===== src/rtl/fxr_pkg.sv =====
package fxr_pkg;

  localparam int SYM_W = 5;
  localparam int NIB_W = 4;

  localparam logic [NIB_W-1:0] PRE_NIB = 4'b0101;
  localparam logic [NIB_W-1:0] FC_NIB  = 4'b1110;

  typedef enum logic [2:0] {
    CG_DATA, CG_IDLE, CG_J, CG_K, CG_T, CG_R, CG_BAD
  } cg_kind_e;

  typedef struct packed {
    cg_kind_e         kind;
    logic [NIB_W-1:0] nib;
  } cg_t;

  typedef enum logic [2:0] {
    ST_IDLE, ST_HALF, ST_FRAME, ST_TAIL, ST_FALSE
  } st_e;

  typedef struct packed {
    logic             crs;
    logic             dv;
    logic             er;
    logic [NIB_W-1:0] rxd;
  } mii_t;

  function automatic cg_t classify(input logic [SYM_W-1:0] s);
    cg_t r;
    r.kind = CG_DATA;
    r.nib  = '0;
    case (s)
      5'b11110: r.nib = 4'h0;
      5'b01001: r.nib = 4'h1;
      5'b10100: r.nib = 4'h2;
      5'b10101: r.nib = 4'h3;
      5'b01010: r.nib = 4'h4;
      5'b01011: r.nib = 4'h5;
      5'b01110: r.nib = 4'h6;
      5'b01111: r.nib = 4'h7;
      5'b10010: r.nib = 4'h8;
      5'b10011: r.nib = 4'h9;
      5'b10110: r.nib = 4'hA;
      5'b10111: r.nib = 4'hB;
      5'b11010: r.nib = 4'hC;
      5'b11011: r.nib = 4'hD;
      5'b11100: r.nib = 4'hE;
      5'b11101: r.nib = 4'hF;
      5'b11111: r.kind = CG_IDLE;
      5'b11000: r.kind = CG_J;
      5'b10001: r.kind = CG_K;
      5'b01101: r.kind = CG_T;
      5'b00111: r.kind = CG_R;
      default:  r.kind = CG_BAD;
    endcase
    return r;
  endfunction

endpackage


===== src/rtl/fxr_decode.sv =====
module fxr_decode
  import fxr_pkg::*;
(
  input  logic [SYM_W-1:0] sym,
  output cg_t              cg
);

  always_comb cg = classify(sym);

  // a data code-group never arrives without a nibble meaning; control kinds carry zero
  always_comb begin
    if (cg.kind != CG_DATA) assert (cg.nib == '0) else $error("p_ctrl_nib_zero_r3");
  end

endmodule


===== src/rtl/fxr_seq.sv =====
module fxr_seq
  import fxr_pkg::*;
(
  input  logic clk,
  input  logic rst_n,
  input  cg_t  cg,
  output mii_t nxt
);

  st_e st, st_d;

  always_ff @(posedge clk or negedge rst_n) begin
    if (!rst_n) st <= ST_IDLE;
    else        st <= st_d;
  end

  always_comb begin
    st_d = st;
    nxt  = '0;
    unique case (st)
      ST_IDLE: begin
        if (cg.kind == CG_J) st_d = ST_HALF;
      end
      ST_HALF: begin
        nxt.crs = 1'b1;
        if (cg.kind == CG_K) begin
          st_d    = ST_FRAME;
          nxt.dv  = 1'b1;
          nxt.rxd = PRE_NIB;
        end else begin
          st_d    = ST_FALSE;
          nxt.er  = 1'b1;
          nxt.rxd = FC_NIB;
        end
      end
      ST_FRAME, ST_TAIL: begin
        if (cg.kind == CG_IDLE) begin
          st_d   = ST_IDLE;
          nxt.er = 1'b1;
        end else if (st == ST_TAIL && cg.kind == CG_R) begin
          st_d = ST_IDLE;
        end else if (st == ST_FRAME && cg.kind == CG_T) begin
          st_d    = ST_TAIL;
          nxt.crs = 1'b1;
        end else if (st == ST_FRAME && cg.kind == CG_DATA) begin
          nxt.crs = 1'b1;
          nxt.dv  = 1'b1;
          nxt.rxd = cg.nib;
        end else begin
          st_d    = ST_FRAME;
          nxt.crs = 1'b1;
          nxt.dv  = 1'b1;
          nxt.er  = 1'b1;
        end
      end
      ST_FALSE: begin
        if (cg.kind != CG_IDLE) begin
          nxt.crs = 1'b1;
          nxt.er  = 1'b1;
          nxt.rxd = FC_NIB;
        end else begin
          st_d = ST_IDLE;
        end
      end
      default: st_d = ST_IDLE;
    endcase
  end

  // the false-carrier state is left only on idle
  p_false_sticky_r7: assert property (@(posedge clk) disable iff (!rst_n)
    (st == ST_FALSE && cg.kind != CG_IDLE) |=> st == ST_FALSE);

  // the tail state is entered only from an open frame
  p_tail_from_frame_r4: assert property (@(posedge clk) disable iff (!rst_n)
    (st == ST_TAIL && $past(st) != ST_TAIL) |-> $past(st) == ST_FRAME);

endmodule


===== src/rtl/fxr_outreg.sv =====
module fxr_outreg
  import fxr_pkg::*;
(
  input  logic clk,
  input  logic rst_n,
  input  mii_t nxt,
  output mii_t cur
);

  always_ff @(posedge clk or negedge rst_n) begin
    if (!rst_n) cur <= '0;
    else        cur <= nxt;
  end

  // valid data never appears without carrier
  p_dv_has_crs_r3: assert property (@(posedge clk) disable iff (!rst_n)
    cur.dv |-> cur.crs);

  // the error that accompanies a carrier drop lasts one cycle
  p_er_pulse_r5: assert property (@(posedge clk) disable iff (!rst_n)
    ($fell(cur.crs) && cur.er) |=> !cur.er);

  // quiet nibble when neither valid nor error
  p_rxd_quiet_r10: assert property (@(posedge clk) disable iff (!rst_n)
    (!cur.dv && !cur.er) |-> cur.rxd == '0);

  // a frame opens with the preamble nibble
  p_open_preamble_r2: assert property (@(posedge clk) disable iff (!rst_n)
    ($rose(cur.crs) && cur.dv) |-> cur.rxd == PRE_NIB);

  // false carrier shows its fixed nibble
  p_fc_nibble_r7: assert property (@(posedge clk) disable iff (!rst_n)
    (cur.crs && cur.er && !cur.dv) |-> cur.rxd == FC_NIB);

endmodule


===== src/rtl/fxr_framer.sv =====
module fxr_framer
  import fxr_pkg::*;
(
  input  logic             clk,
  input  logic             rst_n,
  input  logic [SYM_W-1:0] rx_sym,
  output logic             mii_crs,
  output logic             mii_dv,
  output logic             mii_er,
  output logic [NIB_W-1:0] mii_rxd
);

  cg_t  cg;
  mii_t nxt, cur;

  fxr_decode u_dec (.sym(rx_sym), .cg(cg));

  fxr_seq u_seq (.clk(clk), .rst_n(rst_n), .cg(cg), .nxt(nxt));

  fxr_outreg u_out (.clk(clk), .rst_n(rst_n), .nxt(nxt), .cur(cur));

  assign mii_crs = cur.crs;
  assign mii_dv  = cur.dv;
  assign mii_er  = cur.er;
  assign mii_rxd = cur.rxd;

endmodule


===== config.mk =====
export PLATFORM = sky130hd
export DESIGN_NAME = fxr_framer
export DESIGN_NICKNAME = d
export VERILOG_FILES = /design/src/rtl/fxr_pkg.sv /design/src/rtl/fxr_decode.sv /design/src/rtl/fxr_seq.sv /design/src/rtl/fxr_outreg.sv /design/src/rtl/fxr_framer.sv
export SDC_FILE = /design/constraint.sdc
export NUM_CORES = 1
export LEC_CHECK = 0
export BUFFER_PORTS_ARGS = -buffer_cell sky130_fd_sc_hd__buf_2
export CAP_MARGIN = 20
export CORE_MARGIN = 10
export CORE_UTILIZATION = 51
export CTS_CLUSTER_SIZE = 30
export DETAILED_ROUTE_END_ITERATION = 7
export PLACE_DENSITY = 0.75
export SLEW_MARGIN = 25
export SYNTH_ARGS = -nofsm -noshare
export SYNTH_HDL_FRONTEND = slang
export SYNTH_SLANG_ARGS = --single-unit
export TNS_END_PERCENT = 20

===== constraint.sdc =====
create_clock -name clk -period 1.72 [get_ports clk]
set_input_delay 0.344 -clock clk [delete_from_list [all_inputs] [get_ports clk]]
set_output_delay 0.344 -clock clk [all_outputs]
set_load 0.01 [all_outputs]

After elaboration in Yosys (flattened, before gate mapping)
Index checks and enable logic that the tools add are counted.
- shifts and indexed selects: 0
- multiplexer cells: 25
- $mul: 0
- $add $sub $neg: 0
- $lt $le $gt $ge: 0
- bitwise operators: 0
- divide/modulo/power cells: 0
- reduce and logical (&&, ||, !) cells: 8
- eq/ne operators: 34
- operators by type and width (cell ; count):
    == test 5 bit, second input constant ; 14
    one-hot mux 4 bit (15 select lines) ; 1
    == test 5 x 4 -> 1 bit, second input constant ; 6
    two-way mux 3 bit ; 7
    one-hot mux 3 bit (6 select lines) ; 1
    OR reduction 16 bit ; 1
    one-hot mux 5 bit (3 select lines) ; 1
    == test 3 x 2 -> 1 bit, second input constant ; 4
    two-way mux 4 bit ; 3
    one-hot mux 3 bit (4 select lines) ; 1
    == test 3 bit, second input constant ; 3
    two-way mux 7 bit ; 1
    == test 3 x 1 -> 1 bit, second input constant ; 2
    zero test 3 bit ; 2
    two-way mux 6 bit ; 1
    == test 5 x 3 -> 1 bit, second input constant ; 1
    two-way mux 1 bit ; 5
    two-way mux 5 bit ; 1
    != test 5 x 2 -> 1 bit, second input constant ; 1
    logical AND 1 bit ; 3
    != test 3 x 1 -> 1 bit, second input constant ; 1
    one-hot mux 1 bit (3 select lines) ; 1
    AND reduction 3 bit ; 1
    two-way mux 2 bit ; 1
    4 further kinds ; 4
- bits in latches: 0
- memory bits (writable): 0
- bits in registers: 10
- input port bits: 7
- ROM bits: 0
- memories: 0

Longest topological paths before layout
Gate-level depths: netlist of the first run.
- depth after elaboration: 10
- mapped depth: 4
- depth with buffers taken out: 3

By module
Synthesis of the first run repeated with hierarchy kept, for this count alone.
- cells, all modules: 90
- area total of the unflattened synthesis: 790.8 um^2
- by module, submodules not included (module ; instances ; area an instance (um^2) ; cells each):
    fxr_seq ; 1 ; 421.7 ; 52
    fxr_decode ; 1 ; 193.9 ; 31
    fxr_outreg ; 1 ; 175.2 ; 7

Least setup slack after synthesis of the first run
No wires, ideal clock.
- path type: flip-flop to flip-flop
- from: register u_seq.st[2]
- to: register, netlist name u_out.cur[1]
- library setup time: 87 ps
- data required time: 1633 ps
- slack: 511 ps
- cell stages (with the launch flop): 4
- arrival time: 1122 ps
- path through: dfrtp_1 > or3b_1 > a31o_1 > o211ai_1
- RTL lines (element ; RTL line ; RTL):
    start: declaration ; fxr_seq.sv:10 ; st_e st, st_d;
    start signal: assignment ; fxr_seq.sv:14 ; else st <= st_d;

==> results.tsv, run 1 <==
metric	value	unit
status	completed	
setup_tns	0	ps
syn-instance-count	73	
num_io_pins	14	
h-tree-depth	1	
hold_violations	0	
crit_required	1880	ps
met3_usage	0.02050	
grt-ovfl-total	0	
die-area	3143	sq um
synth-seq-cells	10	
slowest_stage	dfrtp_1	
drc	0	
via_count	607	
stdcell_count	99	
path_max_fanout	7	
hold_path_depth	3	
met1_usage	0.1220	
yosysTopAreaCell	dfrtp_1	
cts_setup_buffers	0	
grt_setup_unrepaired	false	
critPathKind	flip-flop to flip-flop	
clock_skew	0.4331	ps
total_leakage_power	0.3430	nW
slew_viol_final	0	
antenna_found_initial	0	
max-vdd-ir-drop	593.3	uV
syn_to_final_growth	12.83	%
drive_above_1_share	0.2471	
drv_cap	0	
clock_latency	250	ps
cpPeakStageDelay	480	ps
hpwlAfterDp	1.081	mm
min_from	rx_sym[4]	
grt_max_degree	13	
finalCritPeriodShare	0.7979	
vias_per_cell	6.131	
netlist.area_leader.share	0.3774	
relSlewSlack	0.7852	
fin_hold_ws	460.4	ps
finish.utilization	0.6389	
placedCellCount	95	
initial_core_util	0.5662	
min_period	1372	ps
fin_nets	94	
rr_endpoint	u_out.cur[4]$_DFF_PN0_	
portBuffers	13	
gp_congestion	0.9076	
yosysWarnings	0	
track_usage	0.09491	
worstMarginPinSlew	320.8	ps
end_kind	flip-flop	
hold_path_class	primary input to flip-flop	
die_w	56.06	microns
detail_route.iter0.violations	20	
cts_resized	0	
gr-usage-met2	0.1339	
crit_path_cell_trace	or3b_1 > a31o_1 > o211ai_1	
busiest_layer	met2	
ys_types	31	
finalSetupViolations	0	
synthesis.nets	80	
antenna_cells	0	
grt_pass1_vias	575	
wl_per_cell	14.82	microns
synth_area_leaders	dfrtp_1 (38%), nand2_1 (5.1%), o211ai_1 (4.5%)	
cts_tree	yes	
synth_area_per_cell	9.084	sq um
antenna_left	0	
seq_area_frac_synth	0.3774	
postRouteWirelength	1.467	mm
clk_pin_slew_worst_paths	60	ps
syn_area	663.1	sq um
clockBufferDepth	2	
grt_pass1_wl	2.532	mm
rr_worst_depth	3	
fp-row-count	12	
cts_root_buf	clkbuf_4	
holdPathEnd	u_out.cur[3]$_DFF_PN0_	
max_clock_freq	728.6	MHz
core	1171	sq um
arrival	1540	ps
clock_sinks	10	
p_per_area	1246	nW/um^2
drt-pass1-iter-count	4	
start_kind	flip-flop	
r2r_start	u_seq.st[2]$_DFFE_PN0P_	
rrSetupSlack	350	ps
cts_buffers	3	
die_y	56.06	microns
-- state kept, by name (all words and copies together) (netlist names) --
register   flops
u_out.cur      7
u_seq.st       3
-- cell type report --
class	count	area (sq um)
fillers	106	422.9
inverters	6	22.52
repair buffers	14	75.07
multi-input cells	52	360.3
clock buffers	3	22.52
well taps	14	17.52
flip-flops and latches	10	250.2
-- metal layers --
metal	part of all wire	wire length, microns	vias to the layer above
met4	0.018	27	0
met5	0	0	-
met3	0.066	97	2
li1	-	-	296
met2	0.43	627	24
met1	0.49	715	285
-- worst max-delay path: cells and delay by family, from the launching register on --
| family | cells | cell delay [ps] |
|---|---|---|
| AOI/OAI and AO/OA | 2 | 360 |
| DFF | 1 | 480 |
| and+or+nand+nor | 1 | 440 |
-- synth_stat cells --
cell and n:
xor2_1 1, nand4_1 1, a41oi_1 1, o41ai_2 1, o31ai_1 1, xnor2_1 3
o211ai_1 4, and4_1 1, buf_2 3, or3b_1 3, nand2b_1 1, o211ai_2 1
o32ai_1 1, o41ai_1 1, a31oi_1 4, nor2b_1 2, a31o_1 1, nand2_1 9
nor3b_2 1, inv_2 1, a21o_1 1, buf_4 2, and4b_1 1, a32oi_1 1
nor2_1 4, nand3_1 5, nor3b_1 1, o22ai_1 1, nor4_2 1, inv_1 5
dfrtp_1 10
-- worst max path at each step --
stage / to / from / slack (ps)
final: u_out.cur[4]$_DFF_PN0_ / u_seq.st[2]$_DFFE_PN0P_ / 350
after floorplan: u_out.cur[1]$_DFF_PN0_ / u_seq.st[2]$_DFFE_PN0P_ / 510
after CTS: u_out.cur[4]$_DFF_PN0_ / u_seq.st[2]$_DFFE_PN0P_ / 360
after global routing: u_out.cur[0]$_DFF_PN0_ / u_seq.st[1]$_DFFE_PN0P_ / 240
after detailed placement: u_seq.st[0]$_DFFE_PN0P_ / rx_sym[4] / 320
after global placement: u_seq.st[0]$_DFFE_PN0P_ / rx_sym[4] / 310
-- report_power, final --
part,leakage [nW],switching (mW),internal (mW)
Sequential,0.131,0.0669,0.316
Combinational,0.198,0.223,0.179
Clock,0.0138,0.0673,0.0801
Total,0.343,0.357,0.575
-- cells by family (layout without fill, tap and decap cells) --
kind of cell              count (synthesis)  count (layout)  share of synthesized area
buffers and inverters                    11              23                    0.07923
xor gates and xnor gates                  4               4                    0.05284
DFF                                      10              10                     0.3774
and+or+nand+nor                          30              30                     0.2660
AOI/OAI and AO/OA                        18              18                     0.2246
-- what timing repair did --
action,4_1_cts,5_1_grt
endpoints found under the setup margin,0,0
endpoints found under the hold margin,10,0
hold buffers,1,0
-- cell usage in the layout, fill, tap and decap left out --
master,synthesis,layout
o31ai_1,1,1
a31o_1,1,1
nor4_2,1,1
o22ai_1,1,1
nor2_1,4,4
nor3b_1,1,1
a32oi_1,1,1
clkbuf_4,0,3
nand4_1,1,1
and4b_1,1,1
xor2_1,1,1
nand2b_1,1,1
xnor2_1,3,3
a31oi_1,4,4
o211ai_2,1,1
nand3_1,5,5
a41oi_1,1,1
o41ai_1,1,1
dfrtp_1,10,10
a21o_1,1,1
o211ai_1,4,4
dlygate4sd3_1,0,1
nand2_1,9,9
o41ai_2,1,1
nor3b_2,1,1
buf_2,3,13
inv_2,1,1
o32ai_1,1,1
inv_1,5,5
nor2b_1,2,2
and4_1,1,1
or3b_1,3,3
-- per-stage QoR --
step | cell area [sq um] | total power [mW] | setup WS, ps
floorplan | 663.1 | 0.6623 | 511.4
global placement | 715.7 | 0.7825 | 310.5
detailed placement | 715.7 | 0.7863 | 315.0
CTS | 748.2 | 0.9406 | 364.5
global route | 748.2 | 1.008 | 236.7
finish | 748.2 | 0.9319 | 347.6
Note: power is estimated with default switching activity, not from simulation.
==> inputs of run 2 (changes only) <==
CORE_UTILIZATION = 46   (was 51)
PLACE_DENSITY = 0.72   (was 0.75)
clock period = 1.1 ns   (was 1.72 ns; I/O delays follow)
==> run 2 against run 1 <==
  * The flow now finishes with violations (negative setup slack)
  * Sequential power grew 57%
  * Combinational power grew to 2.5 times the previous value
  * Via count grew 24%
  * Cell count grew 26%
  * Design area grew 34%
  * Worst hold slack lost 110 ps
  * Global-route usage grew 2.5 points
  * Critical path type unchanged
  * Largest cell class unchanged
==> results.tsv, run 2 (synthesis results as in run 1) <==
metric	value	unit
largest_register_ffs	7	
pwr-share-clk	0.141	
relSlewSlack	0.7587	
die_w	57.97	microns
die_y	57.97	microns
clock_sinks	10	
die-area	3361	sq um
detail_route.iter0.violations	28	
wl_per_cell	16.30	microns
end_kind	flip-flop	
layout_commonest_cell	buf_4	
critPathKind	flip-flop to flip-flop	
min_period	1281	ps
finalCritPeriodShare	1.164	
p_per_area	1874	nW/um^2
h-tree-depth	1	
sequentialPowerShare	0.318	
hold_path_class	primary input to asynchronous set/reset pin	
max-vdd-ir-drop	884.1	uV
start_kind	flip-flop	
antenna_found_initial	0	
drv_cap	0	
clock_latency	270	ps
finalSetupViolations	9	
worstMarginPinSlew	357.2	ps
switchingPower	0.7127	mW
reg_top3	u_out.cur (7), u_seq.st (3)	
path_max_fanout	7	
grt_setup_unrepaired	true	
grt_max_degree	11	
track_usage	0.1203	
fp-row-count	13	
total_leakage_power	0.4754	nW
intPower	1.172	mW
hold_violations	0	
swShare	0.3781	
clock_skew	11.87	ps
grt_pass1_vias	692	
fin_nets	118	
drive_above_1_share	0.5364	
antenna_cells	0	
most-common-layout-cells	buf_4 (22), buf_2 (13), nand2_1 (9), dfrtp_1 (7)	
clk_pin_slew_worst_paths	70	ps
fin_hold_ws	345.8	ps
vias_per_cell	6.000	
p_comb_frac	0.541	
slew_viol_final	0	
cts_tree	yes	
arrival	1410	ps
postRouteWirelength	2.037	mm
portBuffers	13	
syn_to_final_growth	51.70	%
status	finished, violations left	
regMostFlops	u_out.cur	
cts_buffers	3	
max_clock_freq	780.8	MHz
fillers	96	
drc	0	
via_count	750	
initial_core_util	0.4972	
fin_ws	-180.7	ps
grt-ovfl-total	0	
grt_pass1_wl	3.222	mm
crit_required	1230	ps
hpwlAfterDp	1.364	mm
clockBufferDepth	2	
cts_root_buf	clkbuf_4	
num_io_pins	14	
core	1334	sq um
gp_congestion	0.9242	
antenna_left	0	
drt-pass1-iter-count	4	
setup_tns	-1163	ps
failed_checks	negative setup slack	
==> run 2: final timing paths <==
path	startpoint	end	slack, ps	depth (start not counted)
worst max-delay path	u_seq.st[0]$_DFFE_PN0P_	u_out.cur[6]$_DFF_PN0_	-180	3
worst min-delay path	rst_n	u_out.cur[4]$_DFF_PN0_	350	2
worst max register to register	u_seq.st[0]$_DFFE_PN0P_	u_out.cur[6]$_DFF_PN0_	-180	3
worst min register to register	u_seq.st[0]$_DFFE_PN0P_	u_out.cur[5]$_DFF_PN0_	680	2
max in group asynchronous	rst_n	u_seq.st[1]$_DFFE_PN0P_	540	2
min in group clk	rx_sym[2]	u_out.cur[6]$_DFF_PN0_	370	3
==> run 2: power groups by stage <==
| stage | sequential (mW) | combinational (mW) | clock, mW |
|---|---|---|---|
| after floorplan | 0.627 | 0.412 | 0 |
| after global placement | 0.587 | 0.768 | 0 |
| after detailed placement | 0.590 | 0.790 | 0 |
| after CTS | 0.578 | 0.910 | 0.266 |
| after global routing | 0.609 | 1.11 | 0.286 |
| final | 0.599 | 1.02 | 0.265 |
==> run 2: timing repair <==
action                                  4_1_cts  5_1_grt
endpoints found under the setup margin        9       10
hold endpoints to repair                     10        0
cloned                                        0        0
buffers inserted                              3        1
pin swaps                                     2        2
resized for setup                             7       10
hold buffers                                  1        0
==> run 2: routing by layer <==
metal | track usage | routed length (microns) | share of wire
met3 | 0.02397 | 156 | 0.077
met5 | 0 | 0 | 0
met1 | 0.1501 | 904 | 0.44
met2 | 0.1810 | 906 | 0.44
met4 | 0.08054 | 70 | 0.034
==> run 2: worst max-delay path, cell delays in order (launching register included) <==
cell and delay (ps):
dfrtp_2 440, or3b_4 440, o22ai_2 130, a41oi_1 140
==> run 2: layout make-up <==
cell class                      count  area [sq um]  share of cell area
Clock buffer                        4         26.28             0.02612
Inverter                            6         25.02             0.02488
Multi-Input combinational cell     52         419.2              0.4167
Sequential cell                    10         254.0              0.2525
Tap cell                           15         18.77             0.01866
Timing Repair Buffer               38         262.8              0.2612
==> run 2: per-stage QoR <==
stage            util  cells  instance area [sq um]  setup WS (ps)  total power, mW
6_report       0.7542    125                   1006         -180.7            1.885
5_1_grt        0.7542    125                   1006         -217.8            2.009
4_1_cts        0.7111    124                  948.4         -151.0            1.753
3_5_place_dp   0.6510    116                  868.3         -176.4            1.380
3_3_place_gp   0.6510    116                  868.3         -169.8            1.356
2_1_floorplan       -     73                  664.4         -80.29            1.039
==> inputs of run 3 (changes only) <==
RECOVER_POWER = 25   (was default)
==> run 3 against run 2 <==
  * The run still ends with negative setup slack left
  * Global-route usage unchanged
  * Clock skew unchanged
  * Utilization decreased by 0.094 points
  * Fmax increased by 0.23%
  * First-iteration DRC count unchanged
  * Combinational power about the same
  * Register-to-register slack about the same
  * Worst hold slack improved by 19 ps
  * Cell count unchanged
  * Die area unchanged
  * Sequential power about the same
  * Critical path depth unchanged
==> results.tsv, run 3 (synthesis results as in run 1) <==
metric	value	unit
antenna_left	0	
drive_above_1_share	0.5273	
clock_latency	270	ps
clock_sinks	10	
fillers	97	
relSlewSlack	0.6543	
track_usage	0.1203	
detail_route.iter0.violations	28	
path_max_fanout	7	
clk_pin_slew_worst_paths	60	ps
placed_area	868.3	sq um
clockBufferDepth	2	
drv_cap	0	
reg_top3	u_out.cur (7), u_seq.st (3)	
arrival	1410	ps
grt-ovfl-total	0	
rrSetupSlack	-180	ps
hold_path_class	primary input to flip-flop	
met1_usage	0.1501	
p_per_area	1875	nW/um^2
p_total	1.884	mW
fin_ws	-177.7	ps
antenna_cells	0	
cts_buffers	3	
die_y	57.97	microns
finalSetupViolations	9	
grt_max_degree	11	
met3_usage	0.02397	
crit_path_cell_trace	or3b_4 > o22ai_2 > a41oi_1	
max-vdd-ir-drop	882.9	uV
syn_to_final_growth	51.51	%
cts_tree	yes	
failed_checks	negative setup slack	
end_kind	flip-flop	
crit_family	flip-flops	
via_count	750	
drc	0	
finalCritPeriodShare	1.162	
worstMarginPinSlew	518.5	ps
most-common-layout-cells	buf_4 (22), buf_2 (12), nand2_1 (9), dfrtp_1 (7)	
clock_skew	11.87	ps
drt-pass1-iter-count	4	
grt_setup_unrepaired	true	
max_clock_freq	782.7	MHz
die-area	3361	sq um
postRouteWirelength	2.036	mm
antenna_found_initial	0	
slew_viol_final	0	
crit_required	1230	ps
fin_hold_ws	364.5	ps
cpPeakStageDelay	440	ps
hpwlAfterDp	1.364	mm
gp_congestion	0.9242	
multiInputGateArea	419.2	sq um
die_w	57.97	microns
grt_pass1_wl	3.222	mm
regMostFlops	u_out.cur	
portBuffers	13	
initial_core_util	0.4972	
num_io_pins	14	
min_period	1278	ps
fin_nets	118	
vias_per_cell	6.000	
largest_register_ffs	7	
final_area	1005	sq um
start_kind	flip-flop	
wl_per_cell	16.29	microns
hold_violations	0	
status	finished, violations left	
grt_pass1_vias	692	
seq_area	254.0	sq um
cts_root_buf	clkbuf_4	
busiest_layer	met2	
total_leakage_power	0.4726	nW
critPathKind	flip-flop to flip-flop	
slowest_stage	dfrtp_2	
gr-usage-met2	0.1810	
critPathBufInv	0	
layout_commonest_cell	buf_4	
fp-row-count	13	
core	1334	sq um
h-tree-depth	1	
-- run 3: changes by cell type in the layout (fill, tap and decap cells not counted) --
cell / change
buf_2: -1
clkbuf_1: +1
-- run 3: where the power goes --
part | leakage, nW | internal [mW] | switching, mW | total (mW)
Clock | 0.0150 | 0.140 | 0.125 | 0.265
Sequential | 0.127 | 0.502 | 0.0969 | 0.599
Combinational | 0.331 | 0.529 | 0.490 | 1.02
-- run 3: worst reg2reg max path, cell delays in order, from the launching register on --
cell and delay (ps):
dfrtp_2 440, or3b_4 440, o22ai_2 130, a41oi_1 140
-- run 3: path summary, 6_finish.rpt --
| kind | start | end | cells past startpoint |
|---|---|---|---|
| max in group asynchronous | rst_n | u_seq.st[1]$_DFFE_PN0P_ | 2 |
| min | rx_sym[2] | u_out.cur[6]$_DFF_PN0_ | 3 |
| min reg2reg | u_seq.st[0]$_DFFE_PN0P_ | u_out.cur[5]$_DFF_PN0_ | 2 |
| max reg2reg | u_seq.st[0]$_DFFE_PN0P_ | u_out.cur[6]$_DFF_PN0_ | 3 |
| max | u_seq.st[0]$_DFFE_PN0P_ | u_out.cur[6]$_DFF_PN0_ | 3 |
| min in group asynchronous | rst_n | u_out.cur[4]$_DFF_PN0_ | 2 |
-- run 3: through the flow --
step	setup TNS, ps	std cells	utilization	setup WS (ps)
finish	-1160	125	0.7533	-177.7
global route	-1514	125	0.7533	-217.8
CTS	-1022	124	0.7111	-151.0
detailed placement	-1413	116	0.6510	-176.4
global placement	-1348	116	0.6510	-169.8
floorplan	-466.3	73	-	-80.29
-- run 3: repair_timing --
action                     4_1_cts  5_1_grt
pin swaps                        2        2
setup endpoints to repair        9       10
setup buffers                    3        1
resized for setup                7       10
hold endpoints to repair        10        0
cloned                           0        0
hold buffers                     1        0
-- run 3: layer usage --
layer  vias to the layer above  routed length (microns)
met5                         -                        0
met4                         0                       70
met2                        50                      903
met3                        12                      156
li1                        344                        -
met1                       344                      905
-- run 3: area by class of cell --
class,count,area share
clock buffer,4,0.02615
sequential,10,0.2528
multi-input combinational,52,0.4172
timing repair buffer,38,0.2603
tap,15,0.01868
inverter,6,0.02491
